$ cat config.mk
export PLATFORM = sky130hd
export DESIGN_NAME = irq_hub
export DESIGN_NICKNAME = d
export VERILOG_FILES = /design/src/rtl/irq_hub_pkg.sv /design/src/rtl/irq_hub_sync.sv /design/src/rtl/irq_hub_capture.sv /design/src/rtl/irq_hub_regs.sv /design/src/rtl/irq_hub.sv
export SDC_FILE = /design/constraint.sdc
export NUM_CORES = 1
export LEC_CHECK = 0
export BUFFER_PORTS_ARGS = -buffer_cell sky130_fd_sc_hd__buf_2
export CAP_MARGIN = 30
export CELL_PAD_IN_SITES_DETAIL_PLACEMENT = 1
export CELL_PAD_IN_SITES_GLOBAL_PLACEMENT = 1
export CORE_ASPECT_RATIO = 1.1
export CORE_MARGIN = 1
export CORE_UTILIZATION = 40
export CTS_CLUSTER_SIZE = 8
export DETAILED_ROUTE_END_ITERATION = 8
export PLACE_DENSITY = 0.78
export SLEW_MARGIN = 20
export SYNTH_ARGS = -nofsm -noshare
export SYNTH_HDL_FRONTEND = slang
export SYNTH_SLANG_ARGS = --single-unit
export TNS_END_PERCENT = 20
$ cat constraint.sdc
create_clock -name clk -period 1.6 [get_ports clk]
set_input_delay 0.32 -clock clk [delete_from_list [all_inputs] [get_ports clk]]
set_output_delay 0.32 -clock clk [all_outputs]
set_load 0.005 [all_outputs]
$ cat src/rtl/irq_hub_pkg.sv
package irq_hub_pkg;

   // Register select codes; the software driver depends on these values.
   typedef enum logic [1:0] {
      RA_MASK = 2'd0,
      RA_STAT = 2'd1,
      RA_ACK  = 2'd2,
      RA_RSVD = 2'd3
   } reg_addr_e;

   // Number of low request lines that can never be masked.
   localparam int unsigned ALWAYS_ON = 2;

   // Minimum synchronizer depth accepted by the block.
   localparam int unsigned MIN_SYNC = 2;

endpackage

$ cat src/rtl/irq_hub_sync.sv
module irq_hub_sync #(
   parameter int unsigned WIDTH  = 32,
   parameter int unsigned STAGES = 2
) (
   input  logic             clk,
   input  logic             rst_n,
   input  logic [WIDTH-1:0] async_i,
   output logic [WIDTH-1:0] sync_o
);

   localparam int unsigned LAST = STAGES - 1;

   logic [WIDTH-1:0] stage_q [STAGES];

   always_ff @(posedge clk or negedge rst_n) begin
      if (!rst_n) begin
         for (int k = 0; k < int'(STAGES); k++) stage_q[k] <= '0;
      end else begin
         stage_q[0] <= async_i;
         for (int k = 1; k < int'(STAGES); k++) stage_q[k] <= stage_q[k-1];
      end
   end

   assign sync_o = stage_q[LAST];

endmodule

$ cat src/rtl/irq_hub_capture.sv
module irq_hub_capture #(
   parameter int unsigned WIDTH     = 32,
   parameter bit          EDGE_MODE = 1'b0
) (
   input  logic             clk,
   input  logic             rst_n,
   input  logic [WIDTH-1:0] req_s_i,
   output logic [WIDTH-1:0] set_o
);

   generate
      if (EDGE_MODE) begin : g_edge
         logic [WIDTH-1:0] prev_q;

         always_ff @(posedge clk or negedge rst_n) begin
            if (!rst_n) prev_q <= '0;
            else        prev_q <= req_s_i;
         end

         assign set_o = req_s_i & ~prev_q;

         // a set request must come from a line that was low one cycle earlier
         p_rise_only_r3: assert property (@(posedge clk) disable iff (!rst_n)
            (|set_o) |-> ((set_o & $past(req_s_i)) == '0));
      end else begin : g_level
         assign set_o = req_s_i;
      end
   endgenerate

endmodule

$ cat src/rtl/irq_hub_regs.sv
module irq_hub_regs
   import irq_hub_pkg::*;
#(
   parameter int unsigned NUM_SRC = 32,
   parameter int unsigned DATA_W  = 32
) (
   input  logic               clk,
   input  logic               rst_n,
   input  logic [NUM_SRC-1:0] set_i,
   input  logic               reg_we_i,
   input  logic               reg_re_i,
   input  logic [1:0]         reg_addr_i,
   input  logic [DATA_W-1:0]  reg_wdata_i,
   output logic [DATA_W-1:0]  reg_rdata_o,
   output logic [NUM_SRC-1:0] status_o,
   output logic [NUM_SRC-1:0] eff_mask_o
);

   reg_addr_e          addr_e;
   logic               wr_mask, wr_stat, wr_ack;
   logic [NUM_SRC-1:0] wsrc;
   logic [NUM_SRC-1:0] force_on;
   logic [NUM_SRC-1:0] mask_q, mask_d;
   logic [NUM_SRC-1:0] status_q, status_d;
   logic [DATA_W-1:0]  rdata_q, rdata_d;

   assign addr_e  = reg_addr_e'(reg_addr_i);
   assign wr_mask = reg_we_i && (addr_e == RA_MASK);
   assign wr_stat = reg_we_i && (addr_e == RA_STAT);
   assign wr_ack  = reg_we_i && (addr_e == RA_ACK);
   assign wsrc    = reg_wdata_i[NUM_SRC-1:0];

   always_comb begin
      force_on = '0;
      force_on[ALWAYS_ON-1:0] = '1;
   end

   assign eff_mask_o = mask_q | force_on;

   // Mask storage: plain load on write.
   always_comb begin
      mask_d = mask_q;
      if (wr_mask) mask_d = wsrc;
   end

   // Status update: captured requests are OR-ed in last, so they win over any clear.
   always_comb begin
      status_d = status_q;
      if (wr_stat)     status_d = wsrc;
      else if (wr_ack) status_d = status_q & ~wsrc;
      status_d = status_d | set_i;
   end

   // Read mux, registered.
   always_comb begin
      rdata_d = rdata_q;
      if (reg_re_i) begin
         rdata_d = '0;
         case (addr_e)
            RA_MASK: rdata_d[NUM_SRC-1:0] = eff_mask_o;
            RA_STAT: rdata_d[NUM_SRC-1:0] = status_q;
            default: rdata_d = '0;
         endcase
      end
   end

   always_ff @(posedge clk or negedge rst_n) begin
      if (!rst_n) begin
         mask_q   <= '0;
         status_q <= '0;
         rdata_q  <= '0;
      end else begin
         mask_q   <= mask_d;
         status_q <= status_d;
         rdata_q  <= rdata_d;
      end
   end

   assign status_o    = status_q;
   assign reg_rdata_o = rdata_q;

   // acknowledged bits without a concurrent capture are gone next cycle
   p_ack_clears_r6: assert property (@(posedge clk) disable iff (!rst_n)
      wr_ack |=> ((status_q & $past(wsrc & ~set_i)) == '0));

   // with no software write, pending bits never drop
   p_sticky_r2: assert property (@(posedge clk) disable iff (!rst_n)
      (!wr_stat && !wr_ack) |=> ((status_q & $past(status_q)) == $past(status_q)));

   // any captured request is present in status the next cycle
   p_capture_wins_r9: assert property (@(posedge clk) disable iff (!rst_n)
      (|set_i) |=> ((status_q & $past(set_i)) == $past(set_i)));

   // low mask bits always read as one
   p_low_mask_r8: assert property (@(posedge clk) disable iff (!rst_n)
      (reg_re_i && addr_e == RA_MASK) |=> (reg_rdata_o[1:0] == 2'b11));

   // acknowledge register reads back as zero
   p_ack_reads_zero_r6: assert property (@(posedge clk) disable iff (!rst_n)
      (reg_re_i && addr_e == RA_ACK) |=> (reg_rdata_o == '0));

endmodule

$ cat src/rtl/irq_hub.sv
module irq_hub
   import irq_hub_pkg::*;
#(
   parameter int unsigned NUM_SRC     = 32,
   parameter int unsigned DATA_W      = 32,
   parameter int unsigned SYNC_STAGES = 2,
   parameter bit          EDGE_MODE   = 1'b0
) (
   input  logic               clk,
   input  logic               rst_n,
   input  logic [NUM_SRC-1:0] req_i,
   input  logic               reg_we_i,
   input  logic               reg_re_i,
   input  logic [1:0]         reg_addr_i,
   input  logic [DATA_W-1:0]  reg_wdata_i,
   output logic [DATA_W-1:0]  reg_rdata_o,
   output logic               irq_o
);

   generate
      if (NUM_SRC < ALWAYS_ON || NUM_SRC > DATA_W) begin : g_bad_width
         $error("irq_hub: NUM_SRC must lie between 2 and DATA_W");
      end
      if (SYNC_STAGES < MIN_SYNC) begin : g_bad_sync
         $error("irq_hub: SYNC_STAGES must be at least 2");
      end
   endgenerate

   logic [NUM_SRC-1:0] req_s;
   logic [NUM_SRC-1:0] set_vec;
   logic [NUM_SRC-1:0] status;
   logic [NUM_SRC-1:0] eff_mask;

   irq_hub_sync #(
      .WIDTH  (NUM_SRC),
      .STAGES (SYNC_STAGES)
   ) u_sync (
      .clk     (clk),
      .rst_n   (rst_n),
      .async_i (req_i),
      .sync_o  (req_s)
   );

   irq_hub_capture #(
      .WIDTH     (NUM_SRC),
      .EDGE_MODE (EDGE_MODE)
   ) u_capture (
      .clk     (clk),
      .rst_n   (rst_n),
      .req_s_i (req_s),
      .set_o   (set_vec)
   );

   irq_hub_regs #(
      .NUM_SRC (NUM_SRC),
      .DATA_W  (DATA_W)
   ) u_regs (
      .clk         (clk),
      .rst_n       (rst_n),
      .set_i       (set_vec),
      .reg_we_i    (reg_we_i),
      .reg_re_i    (reg_re_i),
      .reg_addr_i  (reg_addr_i),
      .reg_wdata_i (reg_wdata_i),
      .reg_rdata_o (reg_rdata_o),
      .status_o    (status),
      .eff_mask_o  (eff_mask)
   );

   assign irq_o = |(status & eff_mask);

   // a pending bit on line 0 or 1 always raises the interrupt
   p_low_unmasked_r8: assert property (@(posedge clk) disable iff (!rst_n)
      (|status[1:0]) |-> irq_o);

   // with nothing pending the interrupt stays low
   p_idle_quiet_r7: assert property (@(posedge clk) disable iff (!rst_n)
      (status == '0) |-> !irq_o);

endmodule

======== After elaboration in Yosys (flattened, before gate mapping) ========
Index checks and enable logic that the tools add are counted.
cells by class
  eq/ne operators ......................... 2
  multiplexer cells ....................... 3
  bitwise logic cells ..................... 4
  reductions and logical operators ........ 5
operators by type and width
  operator                                                               number
  32-bit AND                                                             2
  32-bit two-way mux                                                     2
  32-bit case mux with 2 select lines                                    1
  32-bit NOT                                                             1
  32-bit OR                                                              1
  32-bit OR reduction                                                    1
  1-bit logical AND                                                      3
  2-bit by 1-bit equality test with 1-bit output, second input constant  1
  2-bit equality test, second input constant                             1
  2-bit logical NOT                                                      1
storage, ports and cells
  flip-flop bits (word level) ............. 160
  input bits .............................. 70
  output and inout port bits .............. 33
  word-level logic and storage cells ...... 19

======== Depth between registers and ports, before layout ========
Gate-level depths: netlist of the first run.
  depth in word-level cells ............... 5
  mapped depth ............................ 7
  depth with buffers taken out ............ 4

======== Cells and area by module ========
Synthesis of the first run repeated with hierarchy kept, for this count alone.
second synthesis, totals
  cell total of the unflattened synthesis .. 536
  area total of the unflattened synthesis .. 6567.5 sq um
modules (own cells, without submodules)
  module           instances  cells an instance  area an instance (sq um)  sequential area each (sq um)
  irq_hub_regs     1          387                4327.9                    2352.3
  irq_hub_sync     1          96                 1841.8                    1601.5
  irq_hub_capture  1          32                 240.2                     0.0
  irq_hub          1          21                 157.7                     0.0

======== Worst setup path after synthesis of the first run ========
Ideal clock, no wire load.
  path type ............................... flip-flop to output port
  from .................................... register u_regs.mask_q[14]
  to ...................................... output port irq_o
  arrival time ............................ 1.355 ns
  required time ........................... 1.280 ns
  path slack .............................. -0.075 ns
  cell stages (with the launch flop) ...... 5
  path buffers ............................ 0
  cell sequence ........................... dfrtp_1 -> a22o_1 -> a221oi_2 -> nand3_1 -> or4_1
on the way
  cells in the longest elaborated chain, start to end .. 2
RTL lines
  what                      RTL line            RTL
  start: declaration        irq_hub_regs.sv:23  logic [NUM_SRC-1:0] mask_q, mask_d;
  start signal: assignment  irq_hub_regs.sv:73  mask_q <= mask_d;
  32-bit AND                irq_hub.sv:70       assign irq_o = |(status & eff_mask);
  32-bit OR reduction       irq_hub.sv:70
  end: declaration          irq_hub.sv:17       output logic irq_o
Every way passes these cells.

======== Final worst setup path of the first run ========
  from .................................... register u_regs.mask_q[13]
  to ...................................... output port irq_o
Same word-level chain as after synthesis.

==> reports/results.tsv, run 1 <==
metric	value	unit
Pwr per Cell Area	1300	nW/um2
die height	128	um
Slowest-stage cell, CP	or4_4	
Gate Count Post-Synth	458	
reg2reg start	u_regs.status_o[5]	
fin area	7940	um2
Max Fclk	437	MHz
Layout area overhead	37.1	%
Worst Path Required	1280	ps
Placed Cells	786	
min-delay src	req_i[24]	
RSZ-0062 raised after global routing	yes	
TritonCTS Sinks	158	
Post-DP HPWL	10700	um
CTS Root Cell	clkbuf_16	
ys async rst share	1.00	
starting density of the core	0.415	
# nets final	718	
Chip Width	117	um
Main synth FF type	dfrtp_1	
CTS Buffer Depth	2	
layout cells sized above 1	0.354	
startpoint types	flop	
clk_skew	7.60	ps
register-to-register setup slack	570	ps
post-route minimum period	2290	ps
failing checks	negative setup slack	
endpoints failing hold	0	
count leader, synth	dfrtp_1	
final setup fails	1	
reg2reg end	u_regs.reg_rdata_o[5]	
VDD IR max	722	uV
Rel. slew slack	0.699	
vias in the first global route	4941	
Syn Nets	528	
Total Wirelength	16500	um
syn avg cell area	12.6	um2
Ports	103	
Vias	4383	
Layout Utilization	0.569	
Hold Path Class	primary input to flop	
CP top delay family	simple AND/OR/NAND/NOR gates	
sequential area share after synthesis	0.683	
first-pass GRT wire length	26300	um
dpl cell area	6960	um2
Netlist cell types	24	
Least-Margin Pin Slew	452	ps
maxcap violations	0	
R2R cell count	3	
crit share post-route	1.43	
antenna-violating nets left	0	
Inserted Diodes	0	
CP arrival	1970	ps
cell taking the most area after synthesis	dfrtp_1	
dpl ws	-289	ps
kind of end point of the critical path	primary output	
H-tree depth	4	
largest net degree at the start of global routing	44	
status	complete, but fails checks	
Hold EP	u_sync.stage_q[56]	
CTS tree	done	
row count	45	
DRT Pass-1 Iters	4	
GRT Residual Overflow	0	
crit path max fanout	2	
GRT Total Usage	0.244	
Synth top cells by count	158 x dfrtp_1, 60 x nand2_1, 32 x a21oi_1, 32 x inv_1, 32 x nand3_1	
Worst-Skew Late Latency	430	ps
largest cells by area after synthesis	dfrtp_1 68%, mux2_2 5.8%, mux2i_1 5.2%	
Max Slew Vio Count	0	
routed vias/inst	5.16	
Synth top area share	0.683	
Final GP Congestion	0.766	
CP cell instances	a222oi_1, nand3_1, or4_4, buf_6	
CTS buffer count	17	
Starting DRT DRC Count	174	
mapped cell area	5790	um2
Crit Path Category	flop to primary output	
EDFF count, synth	0	
DR DRC count	0	
Worst Hold Depth	1	
CP Buf/Inv Count	1	
setup bufs post-CTS	0	
register bit total from synthesis	158	
yosys synthesis warning count	0	
# port buffers	102	
final setup margin	-687	ps
Max stage delay on crit path	570	ps
Layout Cells excl Fill	849	
initial antenna violation count	0	
Core Area	14000	um2
leakage power	3.78	nW
Worst-path clk slew	60	ps
Die ar.	15000	um2
drt wl/cell	19.5	um
[worst max-delay path by stage]
stage | from | end | slack (ps) | depth (start not counted)
after global routing | u_regs.mask_q[13] | irq_o | -760 | 4
after CTS | u_regs.mask_q[14] | irq_o | -690 | 5
after detailed placement | u_regs.status_o[12] | irq_o | -290 | 4
after floorplan | u_regs.mask_q[13] | irq_o | -1 | 3
after global placement | u_regs.status_o[17] | irq_o | -260 | 4
final | u_regs.mask_q[13] | irq_o | -690 | 4
[metrics by stage]
step / total power (W) / hold WS, ps / setup TNS (ps)
floorplan: 0.00517 / 24.4 / -1.09
global placement: 0.00587 / 267 / -263
detailed placement: 0.00597 / 275 / -289
CTS: 0.0104 / 3.61 / -693
global route: 0.0107 / 6.50 / -764
finish: 0.0103 / 19.3 / -687
[cell type report]
| type | count | area (um2) |
|---|---|---|
| clock buffer | 19 | 443 |
| clock inverter | 13 | 190 |
| fill | 1472 | 6020 |
| inverter | 32 | 120 |
| multi-input combinational | 243 | 1640 |
| sequential | 158 | 3950 |
| tap | 188 | 235 |
| timing repair buffer | 196 | 1360 |
[sequential cells by signal, summed over array words and instances (netlist names)]
name,cells
u_regs.status_o,32
u_sync.sync_o,32
u_regs.reg_rdata_o,32
u_sync.stage_q,32
u_regs.mask_q,30
[report_power, final]
part	internal, W	leakage, nW	total (W)	switching [W]
logic	0.000731	1.67	0.00138	0.000653
clock network	0.00266	0.295	0.00429	0.00164
registers	0.00438	1.82	0.00462	0.000240
total	0.00776	3.78	0.0103	0.00253
[worst reg2reg max path, cell delays in order, from the launching register on]
cell,delay [ps]
dfrtp_1,380
buf_4,140
mux2i_1,260
o22ai_1,110
[layout by cell type, fill, tap and decap left out, drive strengths merged]
cell type | Yosys | layout
a211oi | 3 | 3
mux2i | 30 | 30
a22oi | 11 | 11
a211o | 2 | 2
clkinvlp | 0 | 4
mux2 | 32 | 32
nor3b | 1 | 1
nand4 | 2 | 2
nand2b | 1 | 1
a21oi | 32 | 32
a22o | 1 | 1
dlygate4sd3 | 0 | 31
clkbuf | 12 | 19
nand3b | 1 | 1
o22ai | 30 | 30
nand3 | 32 | 32
a221oi | 1 | 1
bufinv | 0 | 4
or4 | 1 | 1
and3b | 2 | 2
dfrtp | 158 | 158
buf | 13 | 165
a222oi | 1 | 1
clkinv | 0 | 5
inv | 32 | 32
nand2 | 60 | 60
[kinds of logic (layout without fill, tap and decap cells)]
logic type / count (synthesis) / in the layout / synth area share
flip-flops: 158 / 158 / 0.683
AND/OR/NAND/NOR: 100 / 100 / 0.0767
AO/OA/AOI/OAI: 81 / 81 / 0.0871
multiplexers: 62 / 62 / 0.114
buffers and inverters: 57 / 260 / 0.0393
[what timing repair did]
| item | CTS | global route |
|---|---|---|
| setup endpoints to repair | 1 | 1 |
| hold endpoints to repair | 67 | 0 |
| pin swaps | 1 | 2 |
| hold buffers | 31 | 0 |
| resized for setup | 5 | 2 |
[layer usage]
metal / GRT usage / up-vias / wire length [um]
met3: 0.0539 / 43 / 555
met2: 0.435 / 112 / 8890
met1: 0.272 / 2258 / 6580
li1: - / 1970 / -
met4: 0.119 / 0 / 517
met5: 0 / - / 0
No activity file was read; power rests on OpenSTA's default activity.
==> run 2, diff against run 1 <==
--- a/config.mk
+++ b/config.mk
@@ -11,10 +11,10 @@
 export CELL_PAD_IN_SITES_GLOBAL_PLACEMENT = 1
 export CORE_ASPECT_RATIO = 1.1
 export CORE_MARGIN = 1
-export CORE_UTILIZATION = 40
+export CORE_UTILIZATION = 44
 export CTS_CLUSTER_SIZE = 8
 export DETAILED_ROUTE_END_ITERATION = 8
-export PLACE_DENSITY = 0.78
+export PLACE_DENSITY = 0.81
 export SLEW_MARGIN = 20
 export SYNTH_ARGS = -nofsm -noshare
 export SYNTH_HDL_FRONTEND = slang
==> constraint.sdc (replaced) <==
create_clock -name clk -period 2.4 [get_ports clk]
set_input_delay 0.48 -clock clk [delete_from_list [all_inputs] [get_ports clk]]
set_output_delay 0.48 -clock clk [all_outputs]
set_load 0.005 [all_outputs]
==> run 2 against run 1 <==
Net effect: the flow finishes with violations (design-rule violations, negative setup slack); design area shrank 8.4%; die area shrank 8.9%; flip-flop and latch count stayed put; final cell count down 13%; sequential power is 33% lower; critical path depth rose by 1; combinational power down 50%; largest cell class unchanged; highest routed layer unchanged.
==> reports/results.tsv, run 2 (same netlist as run 1, synthesis figures left out) <==
metric	value	unit
final setup margin	-114	ps
H-tree depth	4	
met3 usage	0.0528	
Least-Margin Pin Slew	563	ps
status	complete, but fails checks	
Worst-path clk slew	60	ps
GRT Total Usage	0.241	
# port buffers	102	
RSZ-0062 raised after global routing	yes	
commonest non-fill, non-tap cell in the layout	dfrtp_1	
initial antenna violation count	2	
dpl ws	301	ps
vias in the first global route	4449	
layout cells sized above 1	0.314	
Max Fclk	398	MHz
routed vias/inst	5.48	
Vias	4066	
clk_skew	9.42	ps
Crit Path Category	flop to primary output	
CTS tree	done	
leakage power	3.47	nW
Layout area overhead	25.7	%
Rel. slew slack	0.625	
most frequent cells in the layout	158 x dfrtp_1, 100 x buf_2, 60 x nand2_1	
CTS Buffer Depth	2	
crit path max fanout	2	
Top Usage Layer GRT	met2	
dpl cell area	6530	um2
Ports	103	
Pwr per Cell Area	968	nW/um2
grt met2 use	0.420	
Starting DRT DRC Count	254	
Core Area	12700	um2
met1 Resource Use GR	0.280	
failing checks	design-rule violations, negative setup slack	
first-pass GRT wire length	24100	um
DRT Pass-1 Iters	6	
starting density of the core	0.456	
CTS buffer count	17	
Die ar.	13600	um2
largest net degree at the start of global routing	58	
post-route minimum period	2510	ps
GRT Residual Overflow	0	
VDD IR max	497	uV
Chip Width	111	um
Final GP Congestion	0.746	
row count	43	
CP startpoint	u_regs.mask_q[14]	
fin area	7280	um2
drt wl/cell	20.4	um
# nets final	640	
startpoint types	flop	
maxcap violations	0	
Post-DP HPWL	9580	um
endpoints failing hold	0	
register-to-register setup slack	1420	ps
Power Total	0.00704	W
crit share post-route	1.05	
DR DRC count	12	
Max Slew Vio Count	0	
Total Wirelength	15200	um
Hold Path Class	primary input to asynchronous set/reset pin	
die height	122	um
TritonCTS Sinks	158	
cts hold-fix bufs	0	
CTS Root Cell	clkbuf_16	
final setup fails	1	
antenna-violating nets left	0	
kind of end point of the critical path	primary output	
reg2reg start	u_regs.status_o[14]	
Worst-Skew Late Latency	440	ps
CP arrival	2030	ps
Worst Path Required	1920	ps
## run 2: changes by cell type in the layout (fill, tap and decap cells not counted), sizes merged
cell and delta:
buf -47, bufinv +4, diode +2, clkbuf -2
clkinvlp -2, dlygate4sd3 -31
## run 2: report_power, final
part | switching (W) | internal, W | total [W] | leakage [nW]
registers | 0.000174 | 0.00292 | 0.00309 | 1.82
logic | 0.000368 | 0.000326 | 0.000694 | 1.31
clock network | 0.00110 | 0.00216 | 0.00326 | 0.343
total | 0.00164 | 0.00540 | 0.00704 | 3.47
## run 2: layout make-up
class                      count  area (um2)
inverter                      32         120
tap                          157         196
fill                        1309        5420
clock inverter                15         292
clock buffer                  17         425
sequential                   158        3950
multi-input combinational    243        1620
antenna                        2        5.00
timing repair buffer         118         668
## run 2: final timing paths
check / end / cells after the start
worst min-delay path: u_sync.sync_o[17] / 1
worst max-delay path: irq_o / 5
max in group asynchronous: u_sync.stage_q[46] / 2
worst min register to register: u_sync.sync_o[26] / 0
min in group clk: u_sync.stage_q[57] / 1
worst max register to register: u_regs.reg_rdata_o[14] / 3
## run 2: layer usage
metal,vias to the layer above,share of wire
met2,109,0.54
met5,-,0
met4,0,0.025
met3,28,0.039
met1,2117,0.39
li1,1812,-
## run 2: worst max-delay path, cell delays in order, from the launching register on
cell and delay (ps):
dfrtp_1 390, a22o_1 250, a221oi_2 160, nand3_1 130
or4_4 540, buf_6 130
## run 2: what timing repair did
action / CTS / global route
endpoints found under the hold margin: 0 / 0
gates resized for setup: 2 / 0
pin swaps: 1 / 0
buffers inserted: 2 / 0
endpoints found under the setup margin: 1 / 1
## run 2: metrics by stage
stage | util | setup TNS [ps] | std cells | hold slack (ps)
floorplan | - | 0 | 458 | 184
global placement | 0.514 | 0 | 706 | 332
detailed placement | 0.514 | 0 | 706 | 336
CTS | 0.573 | -118 | 740 | 28.7
global route | 0.573 | -197 | 742 | 46.2
finish | 0.573 | -114 | 742 | 11.5
==> run 3, diff against run 2 <==
--- a/config.mk
+++ b/config.mk
@@ -14,7 +14,7 @@
 export CORE_UTILIZATION = 44
 export CTS_CLUSTER_SIZE = 8
 export DETAILED_ROUTE_END_ITERATION = 8
-export PLACE_DENSITY = 0.81
+export PLACE_DENSITY = 0.77
 export SLEW_MARGIN = 20
 export SYNTH_ARGS = -nofsm -noshare
 export SYNTH_HDL_FRONTEND = slang
==> run 3 against run 2 <==
Net effect: the flow still finishes with violations (design-rule violations, negative setup slack); critical endpoint unchanged; via count shrank 1.3%; global-route usage fell by 0.79 points; clock power is 20% lower; design area down 2.0%; first-iteration DRC count fell by 13%; critical path type unchanged; flip-flop and latch count did not move; combinational power barely moved.
==> reports/results.tsv, run 3 (same netlist as run 1, synthesis figures left out) <==
metric	value	unit
CTS Buffer Depth	2	
Worst Path Required	1920	ps
Layout Utilization	0.562	
P_sw	0.00154	W
CTS buffer count	17	
# nets final	641	
kind of end point of the critical path	primary output	
RSZ-0062 raised after global routing	yes	
Die ar.	13600	um2
TritonCTS Sinks	158	
Max Slew Vio Count	0	
routed vias/inst	5.43	
crit path max fanout	2	
first-pass GRT wire length	23600	um
CP cell instances	a22o_1, a221oi_2, nand3_1, or4_4, buf_6	
footprint of the multi-input gates	1620	um2
GRT Residual Overflow	0	
antenna-violating nets left	0	
Slowest-stage cell, CP	or4_4	
dpl ws	314	ps
die height	122	um
DR DRC count	14	
startpoint types	flop	
DRT Pass-1 Iters	6	
cts hold-fix bufs	0	
Total Wirelength	14600	um
Pint	0.00484	W
leakage power	3.41	nW
vias in the first global route	4445	
switching share of power	0.242	
crit share post-route	1.05	
drt wl/cell	19.8	um
commonest non-fill, non-tap cell in the layout	dfrtp_1	
CP arrival	2030	ps
status	complete, but fails checks	
Layout area overhead	23.2	%
Max Fclk	399	MHz
register-to-register setup slack	1400	ps
Vias	4012	
Pwr per Cell Area	895	nW/um2
largest net degree at the start of global routing	61	
maxcap violations	0	
Ports	103	
most frequent cells in the layout	158 x dfrtp_1, 100 x buf_2, 60 x nand2_1	
Crit Path Category	flop to primary output	
Layout Cells excl Fill	739	
GRT Total Usage	0.233	
combinational share of power	0.109	
register area	3950	um2
filler instances	1324	
VDD IR max	493	uV
layout cells sized above 1	0.309	
Worst-Skew Late Latency	420	ps
starting density of the core	0.456	
final setup fails	1	
failing checks	design-rule violations, negative setup slack	
# port buffers	102	
Power Total	0.00639	W
CTS Root Cell	clkbuf_16	
clk_skew	6.24	ps
endpoints failing hold	0	
Hold Path Class	primary input to asynchronous set/reset pin	
Rel. slew slack	0.654	
clock group share of total power	0.408	
H-tree depth	4	
Least-Margin Pin Slew	519	ps
Flop pwr share	0.483	
Inserted Diodes	0	
Chip Width	111	um
Post-DP HPWL	9310	um
CTS tree	done	
Worst-path clk slew	60	ps
row count	43	
Max stage delay on crit path	550	ps
post-route minimum period	2510	ps
Final GP Congestion	0.739	
Core Area	12700	um2
Starting DRT DRC Count	221	
Placed Cells	705	
initial antenna violation count	0	
final setup margin	-109	ps
==> run 3: final timing paths <==
kind                                     start                endpoint  cells past startpoint
min reg2reg                 u_sync.stage_q[49]       u_sync.sync_o[17]                      0
min                                      rst_n       u_regs.mask_q[17]                      1
max in group asynchronous                rst_n     u_regs.status_o[19]                      2
max reg2reg                u_regs.status_o[14]  u_regs.reg_rdata_o[14]                      4
min in group clk                     req_i[25]      u_sync.stage_q[57]                      1
max                        u_regs.status_o[14]                   irq_o                      5
==> run 3: area by class of cell <==
| type | count | share of cell area |
|---|---|---|
| Clock inverter | 7 | 0.0123 |
| Tap cell | 157 | 0.0275 |
| Clock buffer | 23 | 0.0670 |
| Timing Repair Buffer | 119 | 0.0947 |
| Inverter | 32 | 0.0168 |
| Sequential cell | 158 | 0.554 |
| Multi-Input combinational cell | 243 | 0.227 |
==> run 3: through the flow <==
stage               area (um2)  hold WS, ps  TNS [ps]
global route              7130         37.7      -156
global placement          6520          331         0
CTS                       7110         18.4      -140
detailed placement        6520          336         0
floorplan                 5790          184         0
finish                    7130         5.01      -109
==> run 3: timing repair <==
item                                    CTS  global route
setup buffers                             2             2
hold endpoints to repair                  0             0
pin swaps                                 4             3
endpoints found under the setup margin    1             1
gates resized for setup                   2             1
==> run 3: power groups by stage <==
stage	Clock (W)	Sequential (W)	Combinational (W)
floorplan	0	0.00309	0.000359
global placement	0	0.00310	0.000652
detailed placement	0	0.00313	0.000680
CTS	0.00264	0.00309	0.000703
global route	0.00274	0.00312	0.000765
finish	0.00260	0.00309	0.000695
==> run 3: metal layers <==
metal	global-route usage	vias up	share of wire
li1	-	1805	-
met1	0.282	2078	0.43
met2	0.398	99	0.51
met4	0.119	0	0.030
met3	0.0484	30	0.035
met5	0	-	0
==> run 3: critical path: cells and delay by family, from the launching register on <==
family	cells	cell delay (ps)
AND/OR/NAND/NOR	2	660
buffers and inverters	1	140
AO/OA/AOI/OAI	2	430
flip-flops	1	380
